--- src/rtl/seq_pkg.sv ---
package seq_pkg;

    localparam int DEF_PC_W     = 10;
    localparam int DEF_IR_W     = 16;
    localparam int DEF_RS_DEPTH = 3;

    // Kind of flow change chosen for the current cycle
    typedef enum logic [2:0] {
        RD_NONE = 3'd0,
        RD_JMP  = 3'd1,
        RD_CALL = 3'd2,
        RD_RET  = 3'd3,
        RD_IRQ  = 3'd4
    } redir_e;

endpackage

--- src/rtl/seq_arbiter.sv ---
module seq_arbiter
    import seq_pkg::*;
(
    input  logic   ir_valid,
    input  logic   do_jmp,
    input  logic   do_call,
    input  logic   do_ret,
    input  logic   irq_req,
    input  logic   irq_en,
    output redir_e kind
);

    logic any_strobe;

    always_comb begin
        any_strobe = do_jmp | do_call | do_ret;
        kind       = RD_NONE;
        if (ir_valid) begin
            if (do_ret) begin
                kind = RD_RET;
            end else if (do_call) begin
                kind = RD_CALL;
            end else if (do_jmp) begin
                kind = RD_JMP;
            end else if (irq_req && irq_en && !any_strobe) begin
                kind = RD_IRQ;
            end
        end
    end

endmodule

--- src/rtl/seq_addr_calc.sv ---
module seq_addr_calc
    import seq_pkg::*;
#(
    parameter int PC_W = DEF_PC_W
) (
    input  logic [PC_W-1:0] fetch_pc,
    input  logic [PC_W-1:0] rel_off,
    input  logic [PC_W-1:0] stack_top,
    input  logic [PC_W-1:0] vector,
    input  redir_e          kind,
    output logic [PC_W-1:0] seq_pc,
    output logic [PC_W-1:0] target
);

    logic [PC_W-1:0] rel_target;

    always_comb begin
        // fetch_pc already points one past the held instruction
        seq_pc     = fetch_pc + PC_W'(1);
        rel_target = fetch_pc + rel_off;
        unique case (kind)
            RD_RET:  target = stack_top;
            RD_IRQ:  target = vector;
            RD_JMP,
            RD_CALL: target = rel_target;
            default: target = seq_pc;
        endcase
    end

endmodule

--- src/rtl/seq_retstack.sv ---
module seq_retstack
    import seq_pkg::*;
#(
    parameter int PC_W  = DEF_PC_W,
    parameter int DEPTH = DEF_RS_DEPTH
) (
    input  logic                       clk,
    input  logic                       rst_n,
    input  logic                       push,
    input  logic                       pop,
    input  logic [PC_W-1:0]            push_val,
    output logic [PC_W-1:0]            top_val,
    output logic [$clog2(DEPTH+1)-1:0] depth,
    output logic                       ovf,
    output logic                       unf
);

    localparam int                CNT_W = $clog2(DEPTH + 1);
    localparam logic [CNT_W-1:0]  FULL  = CNT_W'(DEPTH);

    typedef struct packed {
        logic [DEPTH-1:0][PC_W-1:0] ent;
        logic [CNT_W-1:0]           cnt;
        logic                       ovf;
        logic                       unf;
    } stk_t;

    stk_t s_d, s_q;

    always_comb begin
        s_d     = s_q;
        s_d.ovf = 1'b0;
        s_d.unf = 1'b0;
        if (push) begin
            for (int i = DEPTH - 1; i > 0; i--) begin
                s_d.ent[i] = s_q.ent[i-1];
            end
            s_d.ent[0] = push_val;
            if (s_q.cnt == FULL) begin
                s_d.ovf = 1'b1;
            end else begin
                s_d.cnt = s_q.cnt + CNT_W'(1);
            end
        end else if (pop) begin
            for (int i = 0; i < DEPTH - 1; i++) begin
                s_d.ent[i] = s_q.ent[i+1];
            end
            s_d.ent[DEPTH-1] = '0;
            if (s_q.cnt == '0) begin
                s_d.unf = 1'b1;
            end else begin
                s_d.cnt = s_q.cnt - CNT_W'(1);
            end
        end
    end

    always_ff @(posedge clk) begin
        if (!rst_n) begin
            s_q <= '0;
        end else begin
            s_q <= s_d;
        end
    end

    assign top_val = (s_q.cnt == '0) ? '0 : s_q.ent[0];
    assign depth   = s_q.cnt;
    assign ovf     = s_q.ovf;
    assign unf     = s_q.unf;

    p_depth_bound_r7: assert property (@(posedge clk) disable iff (!rst_n)
        s_q.cnt <= FULL);

    p_no_overflow_r7: assert property (@(posedge clk) disable iff (!rst_n)
        (push && s_q.cnt == FULL) |=> (ovf && s_q.cnt == FULL));

    p_underflow_r8: assert property (@(posedge clk) disable iff (!rst_n)
        (pop && !push && s_q.cnt == '0) |=> (unf && s_q.cnt == '0 && top_val == '0));

    p_pop_shrinks_r6: assert property (@(posedge clk) disable iff (!rst_n)
        (pop && !push && s_q.cnt != '0) |=> (s_q.cnt == $past(s_q.cnt) - CNT_W'(1)));

    p_pushpop_excl_r11: assert property (@(posedge clk) disable iff (!rst_n)
        !(push && pop));

endmodule

--- src/rtl/fetch_sequencer.sv ---
module fetch_sequencer
    import seq_pkg::*;
#(
    parameter int PC_W     = DEF_PC_W,
    parameter int IR_W     = DEF_IR_W,
    parameter int RS_DEPTH = DEF_RS_DEPTH
) (
    input  logic                          clk,
    input  logic                          rst_n,
    input  logic                          do_jmp,
    input  logic                          do_call,
    input  logic                          do_ret,
    input  logic [PC_W-1:0]               rel_off,
    input  logic                          irq_req,
    input  logic                          irq_en,
    input  logic [PC_W-1:0]               irq_vec,
    input  logic [IR_W-1:0]               imem_data,
    output logic [PC_W-1:0]               imem_addr,
    output logic [IR_W-1:0]               ir_word,
    output logic                          ir_valid,
    output logic [PC_W-1:0]               ir_pc,
    output logic [$clog2(RS_DEPTH+1)-1:0] stk_depth,
    output logic                          stk_ovf,
    output logic                          stk_unf
);

    localparam int CNT_W = $clog2(RS_DEPTH + 1);

    typedef struct packed {
        logic [PC_W-1:0] pc;
        logic [PC_W-1:0] ir_pc;
        logic [IR_W-1:0] ir;
        logic            ir_valid;
    } fetch_st_t;

    fetch_st_t       f_d, f_q;
    redir_e          kind;
    logic            redirect;
    logic            push, pop;
    logic [PC_W-1:0] seq_pc, target, stack_top;
    logic [CNT_W-1:0] depth_w;
    logic            ovf_w, unf_w;

    seq_arbiter u_arb (
        .ir_valid (f_q.ir_valid),
        .do_jmp   (do_jmp),
        .do_call  (do_call),
        .do_ret   (do_ret),
        .irq_req  (irq_req),
        .irq_en   (irq_en),
        .kind     (kind)
    );

    seq_addr_calc #(.PC_W(PC_W)) u_addr (
        .fetch_pc  (f_q.pc),
        .rel_off   (rel_off),
        .stack_top (stack_top),
        .vector    (irq_vec),
        .kind      (kind),
        .seq_pc    (seq_pc),
        .target    (target)
    );

    seq_retstack #(.PC_W(PC_W), .DEPTH(RS_DEPTH)) u_stk (
        .clk      (clk),
        .rst_n    (rst_n),
        .push     (push),
        .pop      (pop),
        .push_val (f_q.pc),
        .top_val  (stack_top),
        .depth    (depth_w),
        .ovf      (ovf_w),
        .unf      (unf_w)
    );

    always_comb begin
        redirect = (kind != RD_NONE);
        push     = (kind == RD_CALL) || (kind == RD_IRQ);
        pop      = (kind == RD_RET);
        f_d      = f_q;
        if (redirect) begin
            // drop the word fetched this cycle, refetch from target
            f_d.pc       = target;
            f_d.ir_valid = 1'b0;
        end else begin
            f_d.pc       = seq_pc;
            f_d.ir       = imem_data;
            f_d.ir_pc    = f_q.pc;
            f_d.ir_valid = 1'b1;
        end
    end

    always_ff @(posedge clk) begin
        if (!rst_n) begin
            f_q <= '0;
        end else begin
            f_q <= f_d;
        end
    end

    assign imem_addr = f_q.pc;
    assign ir_word   = f_q.ir;
    assign ir_valid  = f_q.ir_valid;
    assign ir_pc     = f_q.ir_pc;
    assign stk_depth = depth_w;
    assign stk_ovf   = ovf_w;
    assign stk_unf   = unf_w;

    p_bubble_r4: assert property (@(posedge clk) disable iff (!rst_n)
        redirect |=> !ir_valid);

    p_single_bubble_r10: assert property (@(posedge clk) disable iff (!rst_n)
        !ir_valid |=> ir_valid);

    p_seq_step_r2: assert property (@(posedge clk) disable iff (!rst_n)
        (ir_valid && !redirect) |=> (ir_pc == PC_W'($past(ir_pc) + PC_W'(1))));

    p_prefetch_r2: assert property (@(posedge clk) disable iff (!rst_n)
        ir_valid |-> (imem_addr == PC_W'(ir_pc + PC_W'(1))));

    p_irq_vector_r9: assert property (@(posedge clk) disable iff (!rst_n)
        (kind == RD_IRQ) |=> (imem_addr == $past(irq_vec)));

    p_irq_gate_r9: assert property (@(posedge clk) disable iff (!rst_n)
        (!irq_en && !do_jmp && !do_call && !do_ret) |-> !redirect);

    p_ret_target_r6: assert property (@(posedge clk) disable iff (!rst_n)
        (kind == RD_RET) |=> (imem_addr == $past(stack_top)));

endmodule

--- config.mk ---
export PLATFORM = sky130hd
export DESIGN_NAME = fetch_sequencer
export DESIGN_NICKNAME = d
export VERILOG_FILES = /design/src/rtl/seq_pkg.sv /design/src/rtl/seq_arbiter.sv /design/src/rtl/seq_addr_calc.sv /design/src/rtl/seq_retstack.sv /design/src/rtl/fetch_sequencer.sv
export SDC_FILE = /design/constraint.sdc
export NUM_CORES = 1
export LEC_CHECK = 0
export BUFFER_PORTS_ARGS = -buffer_cell sky130_fd_sc_hd__buf_2
export CAP_MARGIN = 20
export CORE_MARGIN = 4
export CORE_UTILIZATION = 40
export CTS_BUF_LIST = sky130_fd_sc_hd__clkbuf_4 sky130_fd_sc_hd__clkbuf_8 sky130_fd_sc_hd__clkbuf_16
export CTS_CLUSTER_DIAMETER = 100
export DETAILED_ROUTE_END_ITERATION = 10
export SETUP_SLACK_MARGIN = 0.4
export SLEW_MARGIN = 20
export SYNTH_ARGS = -nofsm -noshare
export SYNTH_HDL_FRONTEND = slang
export SYNTH_HIERARCHICAL = 1
export SYNTH_SLANG_ARGS = --single-unit
--- constraint.sdc ---
create_clock -name clk -period 3.3 [get_ports clk]
set_input_delay 0.495 -clock clk [delete_from_list [all_inputs] [get_ports clk]]
set_output_delay 0.495 -clock clk [all_outputs]
set_load 0.01 [all_outputs]
==> results of run 1 <==
==> where the power goes <==
group | switching (mW) | internal (mW) | leakage (nW)
logic | 0.411 | 0.304 | 1.40
registers | 0.0599 | 0.940 | 0.581
clock network | 0.339 | 0.284 | 0.0823
total | 0.810 | 1.53 | 2.06
==> synthesized netlist by cell type, types with 4 or more instances <==
cell / number
nand2_1: 91
dfxtp_1: 71
mux2i_1: 61
a21oi_1: 44
o21ai_0: 35
nor2b_1: 25
buf_2: 17
nor2_1: 15
ha_1: 10
xnor2_1: 10
inv_1: 8
nor3b_2: 8
o211ai_1: 6
clkbuf_1: 5
buf_6: 4
buf_8: 4
nand2b_1: 4
nand3_1: 4
o21a_1: 4
xor2_1: 4
==> metal layers <==
layer,vias to the layer above,GRT usage,wire (um)
met5,-,0,0
met4,0,0.0443,119
met3,10,0.0482,664
met2,91,0.276,4980
met1,1716,0.214,4560
li1,1853,-,-
==> cell usage in the layout (no fill, tap or decap), types with 4 or more instances in the layout <==
master	instances
a21oi_1	44
o21ai_0	35
nor2_1	14
nand2_1	91
buf_2	83
buf_4	11
o211ai_1	6
xnor2_1	10
inv_1	8
nor3b_2	8
clkbuf_8	9
ha_1	10
dfxtp_1	71
xor2_1	4
mux2i_1	61
o21a_1	4
nand3_1	4
nor2b_1	25
nand2b_1	4
==> area by class of cell <==
| class | count | area share |
|---|---|---|
| clock inverters | 6 | 0.00937 |
| repair buffers | 96 | 0.112 |
| inverters | 9 | 0.00703 |
| flip-flops and latches | 71 | 0.296 |
| multi-input cells | 375 | 0.513 |
| clock buffers | 10 | 0.0273 |
| well taps | 136 | 0.0354 |
==> cells by family (layout without fill, tap and decap cells) <==
logic type / after synthesis / count (layout) / share of synthesized area
simple gates: 172 / 172 / 0.210
buf+inv: 45 / 121 / 0.0768
flops: 71 / 71 / 0.338
compound gates: 117 / 117 / 0.166
mux: 61 / 61 / 0.145
xor+xnor: 14 / 14 / 0.0292
fa+ha+maj: 11 / 11 / 0.0345
==> state kept, by name, indices dropped and copies added (netlist names) <==
signal / count
imem_addr: 10
ir_pc: 10
ir_valid: 1
ir_word: 16
u_stk/depth: 2
u_stk/ovf: 1
u_stk/s_q: 30
u_stk/unf: 1
==> how the worst max path moves through the flow <==
stage / startpoint / slack [ns] / endpoint / cells past startpoint
floorplan: do_jmp / 1.08 / imem_addr[7] / 9
global placement: do_call / 0.72 / imem_addr[9] / 9
detailed placement: do_call / 0.68 / imem_addr[0] / 9
CTS: ir_valid / 0.96 / imem_addr[8] / 7
global route: ir_valid / 0.66 / imem_addr[8] / 7
finish: ir_valid / 0.96 / imem_addr[8] / 7
==> through the flow <==
step                cells  total power, mW
floorplan             491             1.53
global placement      687             1.72
finish                703             2.34
detailed placement    687             1.73
global route          703             2.49
CTS                   703             2.37
==> worst register-to-register path, delay by kind of cell (launching register included) <==
family          cells  cell delay [ns]
compound gates      2             0.78
xor+xnor            1             0.52
flops               1             0.38
mux                 1             0.15
simple gates        3             0.45
==> impl_metrics.env, run 1 <==
export IMPL_outcome="complete, no violations"
export IMPL_drc=0
export IMPL_place_hpwl_um=7090
export IMPL_clk_pin_slew_worst_paths_ns=0.09
export IMPL_ys_seq_area_frac=0.338
export IMPL_synth_distinct_cells=57
export IMPL_place_congestion=0.871
export IMPL_crit_top_cell="nor2_1"
export IMPL_synth_main_ff_cell="dfxtp_1"
export IMPL_placementRows=37
export IMPL_fin_area_mm2=0.00481
export IMPL_num_vias=3670
export IMPL_fmax_ghz=0.426
export IMPL_hold_depth=3
export IMPL_reg2reg_to="imem_addr[8]"
export IMPL_maxSlewViolCount=0
export IMPL_rr_worst_depth=7
export IMPL_dpl_cell_area_mm2=0.00463
export IMPL_final_util=0.468
export IMPL_pin_count=84
export IMPL_totalWireLength_um=10300
export IMPL_cp_required_ns=3.56
export IMPL_cts_buffers=9
export IMPL_hold_buffers=0
export IMPL_fin_crit_sh=0.711
export IMPL_fillers=1077
export IMPL_layout_setup_ws_ns=0.955
export IMPL_critPathKind="reg -> reg"
export IMPL_synth_edf_count=0
export IMPL_skew_ns=0.0136
export IMPL_post_cts_setup_buffers=0
export IMPL_htreeDepth=3
export IMPL_grt_use_total=0.167
export IMPL_clockBufferDepth=2
export IMPL_cap_viol_max_count=0
export IMPL_yosysTopAreaCell="dfxtp_1"
export IMPL_syn_cell_area_mm2=0.00420
export IMPL_power_density_mw_per_mm2=486
export IMPL_layout_min_cycle_time_ns=2.34
export IMPL_path_max_fanout=21
export IMPL_max_stage_delay_ns=0.60
export IMPL_clock_sinks=71
export IMPL_grt_pass1_vias=3542
export IMPL_peakVddDrop_uv=214
export IMPL_async_reset_ff_frac=0
export IMPL_postSynthCellCount=491
export IMPL_tns_ns=0
export IMPL_synthToLayoutAreaGrowth_pct=14.4
export IMPL_core_area_mm2=0.0103
export IMPL_synth_seq_cells=71
export IMPL_drt_initial_drc_count=197
export IMPL_cts_root_buf="clkbuf_8"
export IMPL_syn_nets=545
export IMPL_cp_start_kind="flop"
export IMPL_tightest_slew_ns=0.693
export IMPL_timing_slew_headroom=0.538
export IMPL_rrSetupSlack_ns=0.96
export IMPL_setup_viol=0
export IMPL_hold_ws_ns=0.388
export IMPL_path_cells="o21a_1 -> nor2_1 -> xnor2_1 -> o21ai_0 -> nor2_1 -> nand2_1 -> mux2i_1"
export IMPL_crit_slowest_cell="o21a_1"
export IMPL_yosys_warnings=6
export IMPL_viasPerCell=5.22
export IMPL_min_delay_path_class="in -> reg"
export IMPL_syn_avg_cell_area_um2=8.56
export IMPL_seq_area_mm2=0.00142
export IMPL_nets=616
export IMPL_r2r_start="ir_valid"
export IMPL_layout_drive_gt1_share=0.226
export IMPL_cts_tree="yes"
export IMPL_holdPathEnd="ir_word[11]"
export IMPL_min_from="imem_data[11]"
export IMPL_dieArea_mm2=0.0122
export IMPL_path_delay_family="compound AO/OA/AOI/OAI gates"
export IMPL_grt_max_degree=108
export IMPL_clkLatencyLatePin_ns=0.34
export IMPL_synth_top_cell_area_share=0.338
export IMPL_grt_antenna_before_repair=0
export IMPL_io_buffers=83
export IMPL_grt_overflow=0
export IMPL_die_w_um=110
export IMPL_end_kind="flop"
export IMPL_wire_per_inst_um=14.7
export IMPL_antenna_diode_count=0
export IMPL_die_h_um=110
export IMPL_ant_nets=0
export IMPL_p_leak_nw=2.06
export IMPL_ctsResizeCount=0
export IMPL_pre_cts_ws_ns=0.676
export IMPL_dr_pass1_iters=5
export IMPL_hold_violations=0
export IMPL_rsz0062_at_grt="false"
export IMPL_grt_pass1_wl_um=17100
export IMPL_synthTopCellsByArea="dfxtp_1 (34%), mux2i_1 (15%), nand2_1 (8.1%), a21oi_1 (5.2%), o21ai_0 (4.2%)"
export IMPL_multiInputGateArea_mm2=0.00247
export IMPL_worstPathArrival_ns=2.61
export IMPL_crit_buf_inv=0
export IMPL_initial_core_util=0.409
No activity file was read; power rests on OpenSTA's default activity.
==> run 2: changes to the inputs <==
--- a/config.mk
+++ b/config.mk
@@ -5,6 +5,7 @@
 export SDC_FILE = /design/constraint.sdc
 export NUM_CORES = 1
 export LEC_CHECK = 0
+export ABC_AREA = 1
 export BUFFER_PORTS_ARGS = -buffer_cell sky130_fd_sc_hd__buf_2
 export CAP_MARGIN = 20
 export CORE_MARGIN = 4
==> constraint.sdc (replaced) <==
create_clock -name clk -period 2.33 [get_ports clk]
set_input_delay 0.3495 -clock clk [delete_from_list [all_inputs] [get_ports clk]]
set_output_delay 0.3495 -clock clk [all_outputs]
set_load 0.01 [all_outputs]
==> run 2 against run 1 <==
Compared with the run above: setup slack worse by 0.41 ns; first-iteration DRC count rose by 37%; sequential share of layout area is 1.6 points lower; cell area up 6.0%; register-to-register slack worse by 0.41 ns; sequential cell count unchanged; clock power increased by 78%; die area is 2.0% higher.
==> impl_metrics.env, run 2 <==
export IMPL_grt_antenna_before_repair=0
export IMPL_tightest_slew_ns=0.736
export IMPL_final_common_cell="nand2_1"
export IMPL_layout_drive_gt1_share=0.227
export IMPL_synthTopCellsByArea="dfxtp_1 (33%), nand2_1 (17%), inv_1 (8.3%), nand3_1 (7.6%), a21oi_1 (6.5%)"
export IMPL_die_w_um=112
export IMPL_critPathKind="reg -> reg"
export IMPL_wl_met2_um=5260
export IMPL_cts_buffers=9
export IMPL_placementRows=37
export IMPL_core_area_mm2=0.0104
export IMPL_layout_min_cycle_time_ns=1.78
export IMPL_wire_per_inst_um=12.9
export IMPL_outcome="complete, no violations"
export IMPL_cap_viol_max_count=0
export IMPL_largest_register="u_stk/s_q"
export IMPL_pin_count=84
export IMPL_async_reset_ff_frac=0
export IMPL_postSynthCellCount=658
export IMPL_tns_ns=0
export IMPL_clock_power_share=0.311
export IMPL_synth_seq_cells=71
export IMPL_drc=0
export IMPL_seqPwrFrac=0.388
export IMPL_grt_pass1_vias=3870
export IMPL_layoutNonFillerInstCount=880
export IMPL_crit_buf_inv=0
export IMPL_worstPathArrival_ns=2.08
export IMPL_switching_share=0.346
export IMPL_yosysMostFrequentCell="nand2_1"
export IMPL_fmax_ghz=0.561
export IMPL_fillers=1089
export IMPL_grt_pass1_wl_um=18600
export IMPL_fin_area_mm2=0.00510
export IMPL_skew_ns=0.0107
export IMPL_worstSetupStartpoint="imem_addr[5]"
export IMPL_final_cell_mix="nand2_1 (192), inv_1 (93), buf_2 (83)"
export IMPL_max_stage_delay_ns=0.39
export IMPL_grt_use_total=0.179
export IMPL_die_h_um=112
export IMPL_dpl_cell_area_mm2=0.00483
export IMPL_clk_pin_slew_worst_paths_ns=0.09
export IMPL_hold_buffers=0
export IMPL_synthToLayoutAreaGrowth_pct=18.8
export IMPL_cp_required_ns=2.62
export IMPL_pre_cts_ws_ns=0.295
export IMPL_antenna_diode_count=0
export IMPL_ant_nets=0
export IMPL_synth_edf_count=0
export IMPL_yosys_warnings=6
export IMPL_viasPerCell=4.85
export IMPL_place_hpwl_um=8100
export IMPL_dieArea_mm2=0.0124
export IMPL_clkLatencyLatePin_ns=0.35
export IMPL_end_kind="flop"
export IMPL_peakVddDrop_uv=285
export IMPL_setup_viol=0
export IMPL_drt_initial_drc_count=269
export IMPL_synth_main_ff_cell="dfxtp_1"
export IMPL_path_max_fanout=6
export IMPL_p_leak_nw=2.69
export IMPL_dp_cells=861
export IMPL_rr_worst_depth=9
export IMPL_grt_overflow=0
export IMPL_hold_violations=0
export IMPL_htreeDepth=3
export IMPL_syn_avg_cell_area_um2=6.52
export IMPL_crit_cells=9
export IMPL_path_cells="ha_2 -> nand2_1 -> nor2_1 -> nand3_1 -> nand4_1 -> nand3_1 -> a21oi_1 -> a21oi_1 -> nor2_1"
export IMPL_ys_seq_area_frac=0.331
export IMPL_path_delay_family="simple AND/OR/NAND/NOR gates"
export IMPL_place_congestion=0.847
export IMPL_num_vias=4266
export IMPL_p_int_mw=2.34
export IMPL_switchingPower_mw=1.24
export IMPL_cts_root_buf="clkbuf_8"
export IMPL_hold_depth=5
export IMPL_grt_max_degree=74
export IMPL_initial_core_util=0.414
export IMPL_dr_pass1_iters=4
export IMPL_min_delay_path_class="in -> reg"
export IMPL_clock_sinks=71
export IMPL_met1Wirelength_um=5280
export IMPL_cp_start_kind="flop"
export IMPL_timing_slew_headroom=0.510
export IMPL_wl_met3_um=702
export IMPL_largest_reg_flops=30
export IMPL_nets=793
export IMPL_min_from="imem_data[14]"
export IMPL_rsz0062_at_grt="true"
export IMPL_syn_cell_area_mm2=0.00429
export IMPL_crit_slowest_cell="ha_2"
export IMPL_io_buffers=83
export IMPL_clockBufferDepth=2
export IMPL_combPwrFrac=0.301
export IMPL_totalWireLength_um=11400
export IMPL_synth_distinct_cells=42
export IMPL_layout_setup_ws_ns=0.547
export IMPL_r2r_start="imem_addr[5]"
export IMPL_synth_top_cell_area_share=0.331
export IMPL_fin_crit_sh=0.765
export IMPL_maxSlewViolCount=0
export IMPL_cts_tree="yes"
export IMPL_syn_nets=712
export IMPL_top_layer="met4"
export IMPL_synth_commonest_cells="nand2_1 (193), inv_1 (95), dfxtp_1 (71)"
export IMPL_yosysTopAreaCell="dfxtp_1"
export IMPL_power_density_mw_per_mm2=704
run 2: cell count changes after synthesis, sizes merged, moves of 7 or more:
cell | before | now
a21oi | 44 | 59
xnor2 | 10 | 3
nor2 | 15 | 63
inv | 9 | 100
nor2b | 25 | 0
mux2i | 61 | 0
nand2 | 91 | 204
o21ai | 36 | 9
nand3 | 4 | 75
nor3b | 11 | 0
run 2: tightest hold or removal path, cell delays in order:
cell,delay (ns)
buf_2,0.07
inv_1,0.03
nand3_1,0.06
nand2_1,0.04
nor2_1,0.06
run 2: logic make-up after synthesis:
| family | count (synthesis) | share of synthesized area |
|---|---|---|
| AOI/OAI and AO/OA | 74 | 0.0957 |
| and+or+nand+nor | 358 | 0.373 |
| xor gates and xnor gates | 9 | 0.0184 |
| buffers and inverters | 135 | 0.148 |
| DFF | 71 | 0.331 |
| adders and majority gates | 11 | 0.0338 |
run 2: what timing repair did:
item                       CTS  global route
gates resized for setup      0             7
gates cloned                 0             0
setup endpoints to repair   24            12
buffers inserted             2             1
pin swaps                    0             2
run 2: worst paths after layout:
kind / endpoint / slack, ns
setup / recovery: imem_addr[9] / 0.55
hold / removal: ir_word[14] / 0.30
setup reg to reg: imem_addr[9] / 0.55
hold reg to reg: u_stk/s_q[27] / 0.46
run 2: area by class of cell:
type / count / area, um2 / area share
clock inverter: 7 / 97.6 / 0.0192
timing repair buffer: 104 / 611 / 0.120
clock buffer: 9 / 124 / 0.0243
multi-input combinational: 452 / 2280 / 0.448
tap: 136 / 170 / 0.0334
sequential: 71 / 1420 / 0.279
inverter: 101 / 389 / 0.0764
run 2: per-stage QoR:
step	power [mW]	utilization	hold WS, ns
after floorplan	2.16	-	0.440
after CTS	3.61	0.488	0.287
after global placement	2.46	0.465	0.447
after global routing	3.82	0.491	0.306
final	3.59	0.491	0.304
after detailed placement	2.48	0.465	0.452
run 2: layer usage:
layer | vias to the layer above | global-route usage
met2 | 104 | 0.298
met4 | 0 | 0.0527
met3 | 13 | 0.0402
li1 | 2215 | -
met1 | 1934 | 0.234
met5 | - | 0
run 2: power groups by stage:
stage                     clock network (mW)  registers, mW  logic, mW
after global routing                    1.20           1.41       1.21
after floorplan                            0           1.47      0.696
after detailed placement                   0           1.42       1.06
final                                   1.11           1.39       1.08
after CTS                               1.15           1.39       1.07
after global placement                     0           1.42       1.04
==> run 3: changes to the inputs <==
==> constraint.sdc (replaced) <==
create_clock -name clk -period 1.71 [get_ports clk]
set_input_delay 0.2565 -clock clk [delete_from_list [all_inputs] [get_ports clk]]
set_output_delay 0.2565 -clock clk [all_outputs]
set_load 0.01 [all_outputs]
==> run 3 against run 2 <==
Compared with the run above: the run now ends with negative setup slack left; largest power group is now combinational logic; wire length increased by 19%; total power increased by 48%; combinational power increased by 88%; hold slack got worse by 0.089 ns; die area unchanged.
==> impl_metrics.env, run 3 (synthesized netlist as in run 2, its figures left out) <==
export IMPL_path_cells="nand2_2 -> inv_2 -> nand2_2 -> nor2_4 -> inv_2 -> nor3_4 -> inv_1 -> nand2_2 -> inv_4 -> nand2_1 -> o2111ai_1 -> a21oi_1 -> nor2_1"
export IMPL_viasPerCell=4.98
export IMPL_grt_pass1_vias=4300
export IMPL_maxSlewViolCount=0
export IMPL_wire_per_inst_um=14.5
export IMPL_grt_pass1_wl_um=21100
export IMPL_place_congestion=0.860
export IMPL_path_max_fanout=9
export IMPL_min_delay_path_class="in -> reg"
export IMPL_clk_pin_slew_worst_paths_ns=0.09
export IMPL_layout_drive_gt1_share=0.348
export IMPL_cp_required_ns=1.96
export IMPL_dieArea_mm2=0.0124
export IMPL_totalWireLength_um=13600
export IMPL_top_layer="met4"
export IMPL_cap_viol_max_count=0
export IMPL_layout_min_cycle_time_ns=1.72
export IMPL_grt_use_total=0.205
export IMPL_fin_area_mm2=0.00607
export IMPL_dr_pass1_iters=5
export IMPL_grt_max_degree=74
export IMPL_nets=848
export IMPL_fillers=977
export IMPL_met1Wirelength_um=6090
export IMPL_max_stage_delay_ns=0.38
export IMPL_power_density_mw_per_mm2=873
export IMPL_clockBufferDepth=2
export IMPL_cts_tree="yes"
export IMPL_critPathKind="reg -> reg"
export IMPL_peakVddDrop_uv=413
export IMPL_wl_met3_um=865
export IMPL_die_h_um=112
export IMPL_grt_antenna_before_repair=0
export IMPL_largest_register="u_stk/s_q"
export IMPL_htreeDepth=3
export IMPL_core_area_mm2=0.0104
export IMPL_hold_buffers=0
export IMPL_placementRows=37
export IMPL_clkLatencyLatePin_ns=0.35
export IMPL_pin_count=84
export IMPL_p_leak_nw=3.13
export IMPL_hold_violations=0
export IMPL_largest_reg_flops=30
export IMPL_end_kind="flop"
export IMPL_rsz0062_at_grt="true"
export IMPL_cts_buffers=9
export IMPL_layout_setup_ws_ns=-0.0122
export IMPL_skew_ns=0.0148
export IMPL_tns_ns=-0.0130
export IMPL_ant_nets=0
export IMPL_path_delay_family="simple AND/OR/NAND/NOR gates"
export IMPL_num_vias=4659
export IMPL_drc=0
export IMPL_final_cell_mix="nand2_1 (174), inv_1 (89), buf_2 (83)"
export IMPL_worstPathArrival_ns=1.97
export IMPL_place_hpwl_um=8360
export IMPL_clock_sinks=71
export IMPL_violations="negative setup slack"
export IMPL_initial_core_util=0.414
export IMPL_final_common_cell="nand2_1"
export IMPL_wl_met2_um=6410
export IMPL_tightest_slew_ns=0.567
export IMPL_timing_slew_headroom=0.622
export IMPL_die_w_um=112
export IMPL_cts_root_buf="clkbuf_8"
export IMPL_crit_slowest_cell="dfxtp_4"
export IMPL_synthToLayoutAreaGrowth_pct=41.5
export IMPL_io_buffers=83
export IMPL_crit_buf_inv=4
export IMPL_antenna_diode_count=0
export IMPL_fmax_ghz=0.581
export IMPL_dpl_cell_area_mm2=0.00507
export IMPL_crit_top_cell="nand2_2"
export IMPL_drt_initial_drc_count=287
export IMPL_fin_crit_sh=1.01
export IMPL_setup_viol=2
export IMPL_grt_overflow=0
export IMPL_outcome="finished with violations"
export IMPL_cp_start_kind="flop"
[run 3: cell count changes in the layout (fill, tap and decap cells not counted), sizes merged]
cell | previous run | this run
bufinv | 2 | 0
clkinvlp | 2 | 1
buf | 104 | 154
inv | 100 | 102
clkinv | 4 | 3
clkbuf | 9 | 16
[run 3: final timing paths]
path	endpoint	cells after the start	start	slack, ns
worst min register to register	u_stk/s_q[33]	2	u_stk/s_q[33]	0.47
worst min-delay path	ir_word[13]	5	imem_data[13]	0.22
worst max register to register	imem_addr[1]	13	ir_valid	-0.01
worst max-delay path	imem_addr[1]	13	ir_valid	-0.01
[run 3: final cells by class]
type	instances	area, um2	share of cell area
Timing Repair inverter	1	8.76	0.00144
Inverter	101	400	0.0660
Sequential cell	71	1440	0.237
Clock inverter	4	26.3	0.00433
Tap cell	136	170	0.0280
Timing Repair Buffer	158	1360	0.224
Multi-Input combinational cell	452	2500	0.412
Clock buffer	12	170	0.0280
[run 3: repair_timing]
| action | in CTS | in global routing |
|---|---|---|
| pin swaps | 6 | 11 |
| resized for setup | 30 | 61 |
| setup buffers | 14 | 6 |
| endpoints found under the setup margin | 74 | 74 |
| hold endpoints to repair | 0 | 0 |
| gates cloned | 8 | 5 |
[run 3: report_power, final]
group,switching [mW],leakage (nW),internal [mW]
sequential,0.119,0.585,1.80
combinational,1.09,2.44,0.939
clock,0.673,0.101,0.672
[run 3: stage by stage]
step / cells / power (mW) / worst slack (ns) / hold slack, ns / utilization
finish: 935 / 5.30 / -0.0122 / 0.216 / 0.585
global route: 935 / 5.60 / -0.117 / 0.234 / 0.585
CTS: 924 / 5.11 / 0.000292 / 0.205 / 0.550
detailed placement: 886 / 3.51 / -0.0678 / 0.456 / 0.489
global placement: 886 / 3.49 / -0.0569 / 0.447 / 0.489
floorplan: 658 / 2.98 / -0.0551 / 0.405 / -
[run 3: worst reg2reg max path: cells and delay by family (launching register included)]
kind	cells	cell delay [ns]
AND/OR/NAND/NOR	7	0.68
flip-flops	1	0.38
buffers and inverters	4	0.30
AO/OA/AOI/OAI	2	0.27
[run 3: routing by layer]
metal  vias up  global-route usage
met5         -                   0
met4         0              0.0608
met3        20              0.0413
met2       157               0.342
met1      2153               0.269
li1       2329                   -
